$ cat src/rtl/pbus_pkg.sv
package pbus_pkg;

    localparam logic [31:0] MAGIC_RESET = 32'h6155_404F;

    localparam logic [7:0] OFS_BASE  = 8'h04;
    localparam logic [7:0] OFS_ENAB  = 8'h14;
    localparam logic [7:0] OFS_STATE = 8'h18;
    localparam logic [7:0] OFS_TMO   = 8'h80;
    localparam logic [7:0] OFS_RSTC  = 8'h8C;

    // one-hot register select
    typedef struct packed {
        logic base;
        logic enab;
        logic state;
        logic tmo;
        logic rstc;
    } sel_t;

    typedef struct packed {
        logic [31:0] base;
        logic        en;
        logic [15:0] tmo;
        logic [1:0]  spd;
        logic        start;
        logic        noen;
        logic        badval;
        logic        unmap;
        logic [31:0] rdata;
    } regs_t;

endpackage

$ cat src/rtl/pbus_addr_decode.sv
module pbus_addr_decode
    import pbus_pkg::*;
#(
    parameter int ADDR_W = 8
) (
    input  logic [ADDR_W-1:0] addr_i,
    output sel_t              sel_o,
    output logic              hit_o
);
    localparam int PAD_W = ADDR_W - 8;

    logic [7:0] low;
    logic       upper_zero;

    assign low = addr_i[7:0];

    generate
        if (PAD_W > 0) begin : g_wide
            assign upper_zero = (addr_i[ADDR_W-1:8] == '0);
        end else begin : g_narrow
            assign upper_zero = 1'b1;
        end
    endgenerate

    always_comb begin
        sel_o.base  = upper_zero && (low == OFS_BASE);
        sel_o.enab  = upper_zero && (low == OFS_ENAB);
        sel_o.state = upper_zero && (low == OFS_STATE);
        sel_o.tmo   = upper_zero && (low == OFS_TMO);
        sel_o.rstc  = upper_zero && (low == OFS_RSTC);
        hit_o       = |sel_o;
    end
endmodule

$ cat src/rtl/pbus_read_mux.sv
module pbus_read_mux
    import pbus_pkg::*;
(
    input  sel_t        sel_i,
    input  logic [31:0] base_i,
    input  logic        en_i,
    input  logic [15:0] tmo_i,
    input  logic [1:0]  spd_i,
    output logic [31:0] rdata_o
);
    always_comb begin
        rdata_o = '0;
        if (sel_i.base) rdata_o = base_i;
        if (sel_i.enab) rdata_o = {31'b0, en_i};
        if (sel_i.tmo)  rdata_o = {tmo_i, 6'b0, spd_i, 8'b0};
        // state and reset-command offsets read as zero
    end
endmodule

$ cat src/rtl/pbus_regfile.sv
module pbus_regfile
    import pbus_pkg::*;
#(
    parameter int ADDR_W = 8
) (
    input  logic              clk_i,
    input  logic              rst_i,
    input  logic [ADDR_W-1:0] addr_i,
    input  logic              wr_i,
    input  logic              rd_i,
    input  logic [31:0]       wdata_i,
    output logic [31:0]       rdata_o,
    output logic [31:0]       list_base_o,
    output logic              enable_o,
    output logic [15:0]       timeout_o,
    output logic [1:0]        speed_o,
    output logic              start_o,
    output logic              noen_err_o,
    output logic              badval_o,
    output logic              unmapped_o
);
    sel_t        sel;
    logic        hit;
    logic [31:0] rmux;
    regs_t       r_d, r_q;

    pbus_addr_decode #(.ADDR_W(ADDR_W)) dec_i (
        .addr_i (addr_i),
        .sel_o  (sel),
        .hit_o  (hit)
    );

    pbus_read_mux rmux_i (
        .sel_i   (sel),
        .base_i  (r_q.base),
        .en_i    (r_q.en),
        .tmo_i   (r_q.tmo),
        .spd_i   (r_q.spd),
        .rdata_o (rmux)
    );

    always_comb begin
        r_d        = r_q;
        r_d.start  = 1'b0;
        r_d.noen   = 1'b0;
        r_d.badval = 1'b0;
        r_d.unmap  = 1'b0;
        r_d.rdata  = '0;
        if (wr_i) begin
            if (!hit) r_d.unmap = 1'b1;
            if (sel.base) r_d.base = wdata_i;
            if (sel.enab) r_d.en = wdata_i[0];
            if (sel.state) begin
                if (wdata_i == 32'd1) begin
                    if (r_q.en) r_d.start = 1'b1;
                    else        r_d.noen  = 1'b1;
                end else if (wdata_i != 32'd0) begin
                    r_d.badval = 1'b1;
                end
            end
            if (sel.tmo) begin
                r_d.tmo = wdata_i[31:16];
                r_d.spd = wdata_i[9:8];
            end
            if (sel.rstc) begin
                r_d.en = 1'b0;
                if (wdata_i != MAGIC_RESET) r_d.badval = 1'b1;
            end
        end
        if (rd_i) begin
            r_d.rdata = rmux;
            if (!hit) r_d.unmap = 1'b1;
        end
    end

    always_ff @(posedge clk_i) begin
        if (rst_i) r_q <= '0;
        else       r_q <= r_d;
    end

    assign rdata_o     = r_q.rdata;
    assign list_base_o = r_q.base;
    assign enable_o    = r_q.en;
    assign timeout_o   = r_q.tmo;
    assign speed_o     = r_q.spd;
    assign start_o     = r_q.start;
    assign noen_err_o  = r_q.noen;
    assign badval_o    = r_q.badval;
    assign unmapped_o  = r_q.unmap;
endmodule

$ cat config.mk
export PLATFORM = sky130hd
export DESIGN_NAME = pbus_regfile
export DESIGN_NICKNAME = d
export VERILOG_FILES = /design/src/rtl/pbus_pkg.sv /design/src/rtl/pbus_addr_decode.sv /design/src/rtl/pbus_read_mux.sv /design/src/rtl/pbus_regfile.sv
export SDC_FILE = /design/constraint.sdc
export NUM_CORES = 1
export LEC_CHECK = 0
export CORE_ASPECT_RATIO = 0.9
export CORE_MARGIN = 8
export CORE_UTILIZATION = 30
export CTS_BUF_LIST = sky130_fd_sc_hd__clkbuf_16
export CTS_CLUSTER_DIAMETER = 30
export CTS_CLUSTER_SIZE = 14
export DETAILED_ROUTE_END_ITERATION = 8
export HOLD_SLACK_MARGIN = 0.02
export PLACE_DENSITY = 0.59
export REMOVE_ABC_BUFFERS = 1
export SYNTH_ARGS = -nofsm -noshare
export SYNTH_HDL_FRONTEND = slang
export SYNTH_HIERARCHICAL = 1
export SYNTH_SLANG_ARGS = --single-unit
$ cat constraint.sdc
create_clock -name clk_i -period 4.9 [get_ports clk_i]
set_input_delay 0.49 -clock clk_i [delete_from_list [all_inputs] [get_ports clk_i]]
set_output_delay 0.49 -clock clk_i [all_outputs]
set_load 0.02 [all_outputs]
==> results_dict.tcl <==
set metrics [dict create \
    synth_cells 418 \
    reg2reg_depth 3 \
    min_from "timeout_o[15]$_SDFFE_PP0P_" \
    numCtsBuffers 9 \
    synth_area_sq_um 3431 \
    cp_common_cell "nand2_1" \
    ys_types 33 \
    grt_pass1_wl_microns 17690 \
    ys_seq_elements 87 \
    vias 3184 \
    leakagePower_nw 1.678 \
    synth-edff-count 0 \
    met1_usage_pct 17.70 \
    layout-drive-gt1-share_pct 4.428 \
    end_kind "register" \
    busiest_layer "met2" \
    drc_errors 0 \
    synthToLayoutAreaGrowth_pct 49.20 \
    power_density_nw_per_um2 283.8 \
    hp-class "reg -> reg" \
    power_mw 1.452 \
    routed_wl_microns 10940 \
    critical_path.max_stage_delay_ns 0.73 \
    crit_required_ns 5.07 \
    cp-start-kind "input pin" \
    vias_per_cell 4.562 \
    min_to "timeout_o[15]$_SDFFE_PP0P_" \
    synth-async-reset-ratio_pct 0 \
    grt_use_met2_pct 23.31 \
    core_sq_um 11300 \
    fin_ws_ns 1.823 \
    finalWeightedCongestion 0.7925 \
    gr-usage-all-layers_pct 14.77 \
    first_pass_iters 5 \
    hold_viol 0 \
    nFillCells 1144 \
    cts_hold_buf 0 \
    tightest_slew_ns 1.040 \
    mostFrequentLayoutCells "129 x clkdlybuf4s50_1, 127 x nand2_1, 87 x dfxtp_1, 53 x a21oi_1, 48 x and2_1" \
    die_area_sq_um 15120 \
    finalClockSkew_ns 0.009314 \
    finalCriticalPeriod_ns 3.077 \
    grt_util_met3_pct 7.020 \
    port_buffers 130 \
    synth.top_cell.area_share_pct 50.77 \
    yosysSeqAreaShare_pct 50.77 \
    final-max-slew-violation-count 0 \
    die_height_microns 117.5 \
    multi_input_comb_area_sq_um 1565 \
    fin_area_sq_um 5119 \
    vdd_drop_max_mv 0.1803 \
    die_width_microns 128.7 \
    r2r_start "list_base_o[0]$_SDFFE_PP0P_" \
    cp.arrival_ns 3.25 \
    finalNetCount 581 \
    relSlewSlack_pct 30.65 \
    ant_nets 0 \
    ff2ff_setup_slack_ns 4.05 \
    path_max_fanout 23 \
    finalSetupViolCount 0 \
    fin_crit_sh_pct 62.80 \
    start_util_pct 30.37 \
    cts_resized 0 \
    overflow 0 \
    grt_pass1_vias 3307 \
    clockBufferDepth 2 \
    crit_type "in -> reg" \
    grt_max_degree 56 \
    ys.flop_type "dfxtp_1" \
    drtIter0Drc 167 \
    dp_hpwl_microns 7865 \
    yosysWarnings 6 \
    clk-insertion-delay-late_ns 0.34 \
    final_common_cell "clkdlybuf4s50_1" \
    yosys.area.top_type "dfxtp_1" \
    drv_cap 0 \
    regArea_sq_um 1742 \
    synth.area.top_cells "dfxtp_1 51%, nand2_1 14%, and2_1 8.8%" \
    rows 37 \
    ctsHtreeMaxLevel 3 \
    pre_cts_slack_ns 1.485 \
    reg2reg_to "rdata_o[0]$_SDFF_PP0_" \
    fin_setup_tns_ns 0 \
    synth_area_per_cell_sq_um 8.208 \
    cts_root_buffer "clkbuf_16" \
    crit_chain "clkdlybuf4s50_1 -> nor4_4 -> nand3b_1 -> nor3_4 -> nand2_1 -> nand2_1 -> a21oi_1" \
    cts_tree "done" \
    ios 131 \
    clock.fmax_ghz 0.3250 \
    status "finished clean" \
    grt_antenna_before_repair 0 \
    cts_setup_buffers 0 \
    wl_per_cell_microns 15.67 \
    rsz0062_at_grt "no" \
    numClockSinks 87 \
    hold_depth 2 \
    crit_slowest_cell "nand2_1" \
    path_clk_slew_ns 0.06 \
    place_area_sq_um 4828 \
    num_antenna_cells 0 \
]
metrics by stage:
step / cells / util, % / hold WS [ns]
final: 698 / 45.31 / 0.4701
after global routing: 698 / 45.31 / 0.4965
after CTS: 698 / 45.31 / 0.4735
after detailed placement: 682 / 42.74 / 0.4632
after global placement: 682 / 42.74 / 0.4520
after floorplan: 392 / - / 0.5285
layout make-up:
class | count | area share (%)
clock buffer | 9 | 4.400
clock inverter | 7 | 1.271
multi-input combinational | 305 | 30.58
sequential | 87 | 34.03
tap | 156 | 3.813
timing repair buffer | 134 | 25.91
registers in the layout, summed over array words and instances, names as in the netlist:
signal and cells:
rdata_o 32, speed_o 2, unmapped_o 1, noen_err_o 1
timeout_o 16, enable_o 1, start_o 1, badval_o 1
list_base_o 32
report_power, final:
part | switching, mW | internal [mW]
Combinational | 0.0365 | 0.0380
Clock | 0.278 | 0.391
Sequential | 0.000607 | 0.708
Total | 0.315 | 1.14
critical path, delay by kind of cell:
family	cells	cell delay, ns
AND/OR/NAND/NOR	5	2.22
AO/OA/AOI/OAI	1	0.09
buffers and inverters	1	0.45
synth_stat cells, types with 2 or more instances:
master and number:
a21oi_1 53, and2_1 48, buf_1 3, buf_2 6, buf_6 3, clkbuf_1 12
dfxtp_1 87, nand2_1 127, nand2b_1 19, nand3_1 3, nand3b_1 4, nand4_1 2
nor2_1 3, nor2b_1 3, nor3_1 2, nor3b_1 2, nor4_1 8, o21ai_0 12
o21ai_1 7
per-layer routing:
metal,routed length [microns],vias up
met5,0,-
met4,93,0
met3,1127,8
met2,4853,121
met1,4861,1452
li1,-,1603
worst max path at each step:
stage | depth (start not counted) | slack [ns] | end | start
after floorplan | 6 | 2.04 | speed_o[0]$_SDFFE_PP0P_ | addr_i[1]
after global placement | 7 | 1.57 | timeout_o[8]$_SDFFE_PP0P_ | addr_i[1]
after detailed placement | 7 | 1.48 | timeout_o[7]$_SDFFE_PP0P_ | addr_i[1]
after CTS | 7 | 1.84 | timeout_o[0]$_SDFFE_PP0P_ | addr_i[1]
after global routing | 7 | 1.59 | timeout_o[14]$_SDFFE_PP0P_ | addr_i[1]
final | 7 | 1.82 | timeout_o[13]$_SDFFE_PP0P_ | addr_i[1]
kinds of logic after synthesis:
kind of cell | after synthesis | share of synthesized area, %
compound gates | 75 | 11.23
simple gates | 229 | 33.88
flops | 87 | 50.77
xor+xnor | 1 | 0.2553
buf+inv | 26 | 3.866
Note: power is estimated with default switching activity, not from simulation.
